File: config.mk
export PLATFORM = sky130hd
export DESIGN_NAME = ivcap_timer
export DESIGN_NICKNAME = d
export VERILOG_FILES = /design/src/rtl/ivcap_pkg.sv /design/src/rtl/ivcap_edge_det.sv /design/src/rtl/ivcap_ctrl.sv /design/src/rtl/ivcap_counter.sv /design/src/rtl/ivcap_timer.sv
export SDC_FILE = /design/constraint.sdc
export NUM_CORES = 1
export LEC_CHECK = 0
export CAP_MARGIN = 10
export CORE_MARGIN = 2
export CORE_UTILIZATION = 40
export CTS_CLUSTER_DIAMETER = 150
export DETAILED_ROUTE_END_ITERATION = 10
export DONT_BUFFER_PORTS = 1
export MAX_ROUTING_LAYER = met4
export PLACE_DENSITY = 0.63
export SLEW_MARGIN = 20
export SYNTH_ARGS = -nofsm -noshare
export SYNTH_HDL_FRONTEND = slang
export SYNTH_SLANG_ARGS = --single-unit
export TNS_END_PERCENT = 20
File: constraint.sdc
create_clock -name clk -period 1.9 [get_ports clk]
set_input_delay 0.57 -clock clk [delete_from_list [all_inputs] [get_ports clk]]
set_output_delay 0.57 -clock clk [all_outputs]
set_load 0.05 [all_outputs]
File: src/rtl/ivcap_pkg.sv
package ivcap_pkg;

  // Edge qualification code; bit 1 set selects both polarities.
  typedef enum logic [1:0] {
    EDGE_FALL = 2'b00,
    EDGE_RISE = 2'b01,
    EDGE_BOTH = 2'b10,
    EDGE_RSVD = 2'b11
  } edge_sel_e;

  function automatic logic edge_match(edge_sel_e sel, logic rise, logic fall);
    case (sel)
      EDGE_FALL: return fall;
      EDGE_RISE: return rise;
      default:   return rise | fall;
    endcase
  endfunction

endpackage

File: src/rtl/ivcap_edge_det.sv
module ivcap_edge_det
  import ivcap_pkg::*;
#(
  parameter int SYNC_STAGES = 2
) (
  input  logic      clk,
  input  logic      rst_n,
  input  logic      pin_in,
  input  edge_sel_e edge_sel,
  output logic      edge_hit
);

  localparam int LAST = SYNC_STAGES - 1;

  logic [SYNC_STAGES-1:0] sync_q;
  logic                   prev_q;
  logic                   rise;
  logic                   fall;

  generate
    if (SYNC_STAGES == 1) begin : g_single
      always_ff @(posedge clk or negedge rst_n) begin
        if (!rst_n) sync_q <= '0;
        else        sync_q <= pin_in;
      end
    end else begin : g_chain
      always_ff @(posedge clk or negedge rst_n) begin
        if (!rst_n) sync_q <= '0;
        else        sync_q <= {sync_q[SYNC_STAGES-2:0], pin_in};
      end
    end
  endgenerate

  always_ff @(posedge clk or negedge rst_n) begin
    if (!rst_n) prev_q <= 1'b0;
    else        prev_q <= sync_q[LAST];
  end

  assign rise     = sync_q[LAST] & ~prev_q;
  assign fall     = ~sync_q[LAST] & prev_q;
  assign edge_hit = edge_match(edge_sel, rise, fall);

endmodule

File: src/rtl/ivcap_ctrl.sv
module ivcap_ctrl
  import ivcap_pkg::*;
(
  input  logic      clk,
  input  logic      rst_n,
  input  logic      start_trig,
  input  logic      stop_trig,
  input  logic      mode_wr,
  input  logic [1:0] mode_edge,
  input  logic      mode_start_irq,
  input  logic      edge_hit,
  output edge_sel_e edge_sel,
  output logic      running,
  output logic      arm,
  output logic      halt,
  output logic      cap_evt,
  output logic      irq
);

  logic run_q;
  logic start_irq_q;
  logic irq_q;
  edge_sel_e edge_q;

  // Stop dominates; start from stopped arms; start or edge while running captures.
  assign halt    = run_q & stop_trig;
  assign arm     = ~run_q & start_trig & ~stop_trig;
  assign cap_evt = run_q & ~stop_trig & (start_trig | edge_hit);

  always_ff @(posedge clk or negedge rst_n) begin
    if (!rst_n) begin
      run_q <= 1'b0;
    end else if (halt) begin
      run_q <= 1'b0;
    end else if (arm) begin
      run_q <= 1'b1;
    end
  end

  // Edge select is always writable; the start-interrupt option only while stopped.
  always_ff @(posedge clk or negedge rst_n) begin
    if (!rst_n) begin
      edge_q      <= EDGE_FALL;
      start_irq_q <= 1'b0;
    end else if (mode_wr) begin
      edge_q <= edge_sel_e'(mode_edge);
      if (!run_q) start_irq_q <= mode_start_irq;
    end
  end

  always_ff @(posedge clk or negedge rst_n) begin
    if (!rst_n) irq_q <= 1'b0;
    else        irq_q <= cap_evt | (arm & start_irq_q);
  end

  assign running  = run_q;
  assign edge_sel = edge_q;
  assign irq      = irq_q;

endmodule

File: src/rtl/ivcap_counter.sv
module ivcap_counter #(
  parameter int CNT_W = 16
) (
  input  logic             clk,
  input  logic             rst_n,
  input  logic             cnt_tick,
  input  logic             running,
  input  logic             arm,
  input  logic             halt,
  input  logic             cap_evt,
  output logic [CNT_W-1:0] cnt_value,
  output logic [CNT_W-1:0] cap_data,
  output logic             ovf,
  output logic             pending
);

  localparam logic [CNT_W-1:0] CNT_MAX = {CNT_W{1'b1}};
  localparam logic [CNT_W-1:0] CNT_ONE = {{(CNT_W-1){1'b0}}, 1'b1};

  logic [CNT_W-1:0] cnt_q;
  logic [CNT_W-1:0] cap_q;
  logic             ovf_q;
  logic             wrap_q;
  logic             pend_q;
  logic             at_max;
  logic             wrap_now;

  assign at_max   = (cnt_q == CNT_MAX);
  // Rollover that the current cycle would perform, counted toward a capture taken now.
  assign wrap_now = cnt_tick & ~pend_q & at_max;

  always_ff @(posedge clk or negedge rst_n) begin
    if (!rst_n) begin
      cnt_q  <= '0;
      cap_q  <= '0;
      ovf_q  <= 1'b0;
      wrap_q <= 1'b0;
      pend_q <= 1'b0;
    end else if (arm) begin
      pend_q <= 1'b1;
      ovf_q  <= 1'b0;
      wrap_q <= 1'b0;
    end else if (halt) begin
      pend_q <= 1'b0;
    end else if (cap_evt) begin
      cap_q  <= pend_q ? '0 : cnt_q;
      ovf_q  <= wrap_q | wrap_now;
      wrap_q <= 1'b0;
      cnt_q  <= '0;
      pend_q <= 1'b0;
    end else if (running && cnt_tick) begin
      if (pend_q) begin
        cnt_q  <= '0;
        pend_q <= 1'b0;
      end else begin
        cnt_q <= cnt_q + CNT_ONE;
        if (at_max) wrap_q <= 1'b1;
      end
    end
  end

  assign cnt_value = cnt_q;
  assign cap_data  = cap_q;
  assign ovf       = ovf_q;
  assign pending   = pend_q;

endmodule

File: src/rtl/ivcap_timer.sv
module ivcap_timer
  import ivcap_pkg::*;
#(
  parameter int CNT_W       = 16,
  parameter int SYNC_STAGES = 2
) (
  input  logic             clk,
  input  logic             rst_n,
  input  logic             cnt_tick,
  input  logic             pin_in,
  input  logic             start_trig,
  input  logic             stop_trig,
  input  logic             mode_wr,
  input  logic [1:0]       mode_edge,
  input  logic             mode_start_irq,
  output logic [CNT_W-1:0] cap_data,
  output logic [CNT_W-1:0] cnt_value,
  output logic             running,
  output logic             ovf,
  output logic             irq
);

  edge_sel_e edge_sel;
  logic      edge_hit;
  logic      arm;
  logic      halt;
  logic      cap_evt;
  logic      pending;

  ivcap_edge_det #(.SYNC_STAGES(SYNC_STAGES)) u_edge (
    .clk      (clk),
    .rst_n    (rst_n),
    .pin_in   (pin_in),
    .edge_sel (edge_sel),
    .edge_hit (edge_hit)
  );

  ivcap_ctrl u_ctrl (
    .clk            (clk),
    .rst_n          (rst_n),
    .start_trig     (start_trig),
    .stop_trig      (stop_trig),
    .mode_wr        (mode_wr),
    .mode_edge      (mode_edge),
    .mode_start_irq (mode_start_irq),
    .edge_hit       (edge_hit),
    .edge_sel       (edge_sel),
    .running        (running),
    .arm            (arm),
    .halt           (halt),
    .cap_evt        (cap_evt),
    .irq            (irq)
  );

  ivcap_counter #(.CNT_W(CNT_W)) u_cnt (
    .clk       (clk),
    .rst_n     (rst_n),
    .cnt_tick  (cnt_tick),
    .running   (running),
    .arm       (arm),
    .halt      (halt),
    .cap_evt   (cap_evt),
    .cnt_value (cnt_value),
    .cap_data  (cap_data),
    .ovf       (ovf),
    .pending   (pending)
  );

endmodule

Word-level counts from Yosys, hierarchy flattened. Index checks and enable logic that the tools add are counted.

Register bits: 43. Input port bits: 10. Output and inout bits: 35. Word-level logic and storage cells: 70.

$add $sub $neg: 1. Equality and inequality tests: 4. Muxes and demuxes: 20. Bitwise operators: 21. Reduce and logical (&&, ||, !) cells: 13.

Operator list (count): 16-bit two-way mux (4); 16-bit by 1-bit adder with 16-bit output (second input constant) (1); 16-bit == test (second input constant) (1); 1-bit two-way mux (15); 1-bit bitwise AND (10); 1-bit inverter (7); 3-bit AND reduction (2); 2-bit nonzero test (3); 3-bit nonzero test (2); 1-bit OR (4); 2-bit AND reduction (2); 4-bit AND reduction (1); 4-bit nonzero test (1); 3-bit != test (second input constant) (1); 2-bit by 1-bit == test with 1-bit output (second input constant) (1); 2-bit logical NOT (1); 2-bit by 1-bit != test with 1-bit output (second input constant) (1); 1-bit one-hot mux with 2 select lines (1); 1-bit logical AND (1).

Depth between registers and ports, before layout.
Word-level depth: 9. Mapped depth: 8. Mapped depth without buffers: 6.

Modules after synthesis. A second synthesis with hierarchy kept.

Cell total of the unflattened synthesis: 216. Area, all modules: 2049.5 sq um.

Modules (own cells, without submodules): ivcap_counter (instances 1, cells an instance 189, area an instance 1702.9 sq um, seq. area each 875.8 sq um); ivcap_ctrl (instances 1, cells an instance 18, area an instance 219.0 sq um, seq. area each 125.1 sq um); ivcap_edge_det (instances 1, cells an instance 9, area an instance 127.6 sq um, seq. area each 75.1 sq um).

Worst setup path after synthesis. Ideal clock, no wire load.

Path kind: reg-to-reg. Start: reg u_cnt.cnt_q[0] (netlist: u_cnt.cnt_value[0]). End: reg u_cnt.cnt_q[10] (netlist: u_cnt.cnt_value[10]). Setup time: 0.077 ns. Arrival time: 1.920 ns. Required time: 1.823 ns. Setup slack: -0.098 ns. Cell stages (with the launch flop): 7. Buffers on the path: 1. Clock period less this slack: 1.998 ns. Cells stage by stage: dfrtp_1 -> ha_1 -> and4_1 -> clkbuf_2 -> nand4_1 -> a2111o_1 -> a21oi_1.

Cells in the longest elaborated chain, start to end: 4.

Ends and longest elaborated chain: start, declared (RTL line ivcap_counter.sv:20) `logic [CNT_W-1:0] cnt_q;`; start signal, assigned (RTL line ivcap_counter.sv:56) `cnt_q <= cnt_q + CNT_ONE;`; 16-bit by 1-bit adder with 16-bit output (RTL line ivcap_counter.sv:56); 16-bit two-way mux (RTL line ivcap_counter.sv:52) `if (pend_q) begin`; 16-bit two-way mux (RTL line ivcap_counter.sv:51) `end else if (running && cnt_tick) begin`; 16-bit two-way mux (RTL line ivcap_counter.sv:45) `end else if (cap_evt) begin`.

No other way between the ends. The select of a mux whose other input is x is not followed. A chain may end at the register's enable or synchronous reset.

Worst setup path in the final report.
Start: reg u_edge.sync_q[1]. End: reg u_cnt.cnt_q[2] (netlist: u_cnt.cnt_value[2]).

Cells in the longest elaborated chain, start to end: 8. Elaborated cells between the ends (all ways): 10. Classes of those cells: 2 x mux; 6 x bitwise; 2 x reduce/logical.

Ends and longest elaborated chain: start, declared (RTL line ivcap_edge_det.sv:15) `logic [SYNC_STAGES-1:0] sync_q;`; start signal, assigned (RTL line ivcap_edge_det.sv:29) `else sync_q <= {sync_q[SYNC_STAGES-2:0], pin_in};`; 1-bit inverter (RTL line ivcap_edge_det.sv:40) `assign fall = ~sync_q[LAST] & prev_q;`; 1-bit bitwise AND (RTL line ivcap_edge_det.sv:40); 1-bit OR (RTL line ivcap_pkg.sv:15) `default: return rise | fall;`; 1-bit one-hot mux with 2 select lines * (RTL line ivcap_pkg.sv:12) `case (sel)`; 1-bit OR * (RTL line ivcap_ctrl.sv:28) `assign cap_evt = run_q & ~stop_trig & (start_trig | edge_hit);`; 1-bit bitwise AND * (RTL line ivcap_ctrl.sv:28); 2-bit nonzero test (no source line); 3-bit AND reduction (no source line).

Every way passes the cells marked *; elsewhere a longest branch is shown, timed or not.

==> metrics <==
status=completed; register area=about 1100 sq um; Die Footprint=roughly 6400 sq um; Synth top cells by count=dfrtp_1 (43), nand2_1 (27), a21oi_1 (16); P_leak=0.00114 uW; Clock Skews=around 0.0053 ns; slew margin rel.=0.675; average wire per standard cell=between 15 and 20 microns; clock latency on the worst-skew pair=0.30 ns; global-route wire length before repair=between 9000 and 10000 microns; cell taking the most area after synthesis=dfrtp_1; Place WS=-0.0178 ns; ant diodes=0; Async S/R FF share, synth=1.00; Slew Limit Fails=0; Required @ worst endpoint=2.13 ns; Max clock buf depth=2; Placer Congestion=approximately 0.90; # placed instances=around 330; Mapped Cells=roughly 230; Buffers on Ports=0; Die Width=80.0 microns; CTS root buffer=clkbuf_8; H-tree depth=2; Antenna Violating Nets Remaining=0; Post-synth EDFFs=0; routed vias/inst=5.66; maximum VDD drop=just over 0.3 mV; count leader, synth=dfrtp_1; max_cap viols=0; initial core utilization=0.417; worst reg2reg endpoint=u_cnt.cnt_value[2]$_DFFE_PN0P_; RSZ-0062 raised after global routing=false; sequential share of the synthesized area=0.466; Yosys warnings=0; routed vias=roughly 1900; # rows=27; Worst EP arrival=2.05 ns; r2r startpoint=u_edge.sync_q[1]$_DFF_PN0_; Reg2Reg Setup Slack=0.09 ns; fin worst setup slack=0.0862 ns; number of remaining DRC errors=0; WS Path Type=reg2reg; DRT Pass-1 Iters=5; CTS tree=built; Max FO, Critical Path=6; Syn Area/Cell=roughly 10 sq um; f_max=551 MHz; CP endpoint kind=flop; setup violators final=0; CP peak stage delay=roughly 0.4 ns; fin nets=~280; Hold Path Class=in2async; Worst path slowest cell=dfrtp_1; Final min period=1.81 ns; Top FF cell, synth=dfrtp_1; largest net degree at the start of global routing=44; Global Route Usage Sum=0.194; GRT overflow=0; WL final=roughly 5700 microns; Reg2Reg Depth=7; share of cells above drive strength 1=0.293; synth unique cells=between 50 and 60; CP most frequent cell=buf_4; critical-path cell list=ha_1 > nand3b_1 > buf_4 > a21o_4 > buf_4 > a31o_1 > a21oi_1; syn nets=between 200 and 250; post-synth top area share=0.466; Syn Std Cell Area=roughly 2300 sq um; Multi-input gate area=around 1200 sq um; synthesis-stage register bit count=between 40 and 50; Top Ports=45; DRT iter0 DRCs=106; Clock Sinks=43; final hold violation count=0; pwr/cell area=slightly below 800 nW/um^2; period utilization=0.955; Post-CTS Setup Inserts=0; Core Area=about 5500 sq um; Worst-path clk slew=roughly 0.080 ns; antenna violations before repair=0; Non-Filler Instances=around 340; CTS Buf Count=5; fill count=525; Hold Slack=roughly 0.092 ns; die height=roughly 80 microns; vias in the first global route=roughly 1800; final core utilization=0.509; Area Overhead vs Synth=21.9%; Detail Placement HPWL=4100 microns; ranking of synthesized cells by area=dfrtp_1 (47%), nand2_1 (4.4%), nand2b_1 (3.5%), a21oi_1 (3.5%), nor4_2 (2.7%); crit start category=flop; Slew @ Worst Pin=between 0.4 and 0.5 ns
-- cell type report --
cell class,instances,share of cell area
clock inverter,2,0.0124
clock buffer,6,0.0293
tap,72,0.0320
multi-input combinational,166,0.419
inverter,7,0.00933
timing repair buffer,39,0.115
sequential,43,0.383
-- placed cells by master (no fill, tap or decap), types with 2 or more instances in the layout --
cell type and count:
a21oi_2 3, buf_4 36, dfrtp_2 2, nand2_1 27
dfrtp_1 41, a31oi_1 4, nor3_1 4, a21oi_1 13
nand2b_1 13, o21ai_1 6, nor4_1 6, a2111oi_2 2
nand3_1 8, o31ai_1 3, nor4b_1 2, clkbuf_8 6
inv_1 7, o21ai_0 12, nand4_1 6, nor2_1 6
and2_1 3, nor4_2 7, ha_1 3, mux2_2 3
and4_1 3, a21oi_4 2, a2111oi_1 2
-- metrics by stage --
stage / area (sq um) / power (uW) / setup TNS, ns
2_1_floorplan: 2310 / 1340 / -0.0345
6_report: 2820 / 2230 / 0
5_1_grt: 2820 / 2330 / 0
3_3_place_gp: 2590 / 1450 / 0
3_5_place_dp: 2590 / 1450 / -0.0351
4_1_cts: 2760 / 2230 / 0
-- routing by layer --
metal  global-route usage  up-vias  wire, microns
met5                    -        -              0
met4               0.0763        0            107
met3               0.0554        7            359
met2                0.278       57           2600
met1                0.259      916           2580
li1                     -      917              -
-- how the worst max path moves through the flow --
stage | startpoint | to | slack (ns) | cells past startpoint
2_1_floorplan | u_cnt.cnt_value[5]$_DFFE_PN0P_ | u_cnt.cnt_value[15]$_DFFE_PN0P_ | -0.03 | 5
3_3_place_gp | u_edge.sync_q[1]$_DFF_PN0_ | u_cnt.cnt_value[6]$_DFFE_PN0P_ | 0.003 | 6
3_5_place_dp | u_edge.sync_q[1]$_DFF_PN0_ | u_cnt.cnt_value[9]$_DFFE_PN0P_ | -0.02 | 6
4_1_cts | u_edge.sync_q[1]$_DFF_PN0_ | u_cnt.cnt_value[5]$_DFFE_PN0P_ | 0.001 | 6
5_1_grt | u_edge.sync_q[1]$_DFF_PN0_ | u_cnt.cnt_value[6]$_DFFE_PN0P_ | 0.0009 | 7
6_report | u_edge.sync_q[1]$_DFF_PN0_ | u_cnt.cnt_value[2]$_DFFE_PN0P_ | 0.09 | 7
-- where the power goes --
group	internal, uW	switching, uW	total, uW
logic	168	249	417
registers	963	99.7	1060
clock network	426	325	750
-- registers in the layout, indices dropped and copies added (netlist names) --
signal              cells
u_ctrl.start_irq_q      1
u_cnt.wrap_q            1
u_cnt.cap_data         16
u_ctrl.running          1
u_ctrl.irq              1
u_cnt.pending           1
u_edge.prev_q           1
u_ctrl.edge_sel         2
u_edge.sync_q           2
u_cnt.cnt_value        16
u_cnt.ovf               1
-- worst max-delay path: cells and delay by family (launching register included) --
kind	cells	cell delay [ns]
compound gates	3	0.54
fa+ha+maj	1	0.28
simple gates	1	0.16
buf+inv	2	0.36
flops	1	0.40
-- logic make-up after synthesis --
family,count (synthesis),share of synthesized area
AO/OA/AOI/OAI,61,0.186
AND/OR/NAND/NOR,97,0.254
adder cells (fa/ha/maj),3,0.0162
flip-flops,43,0.466
buffers and inverters,22,0.0520
multiplexers,5,0.0260
-- repair_timing --
action,CTS,global route
pin swaps,0,4
hold endpoints to repair,43,0
cloned,0,0
setup endpoints to repair,8,28
hold buffers,1,0
gates resized for setup,2,14
Power figures use the tool's default switching activity.
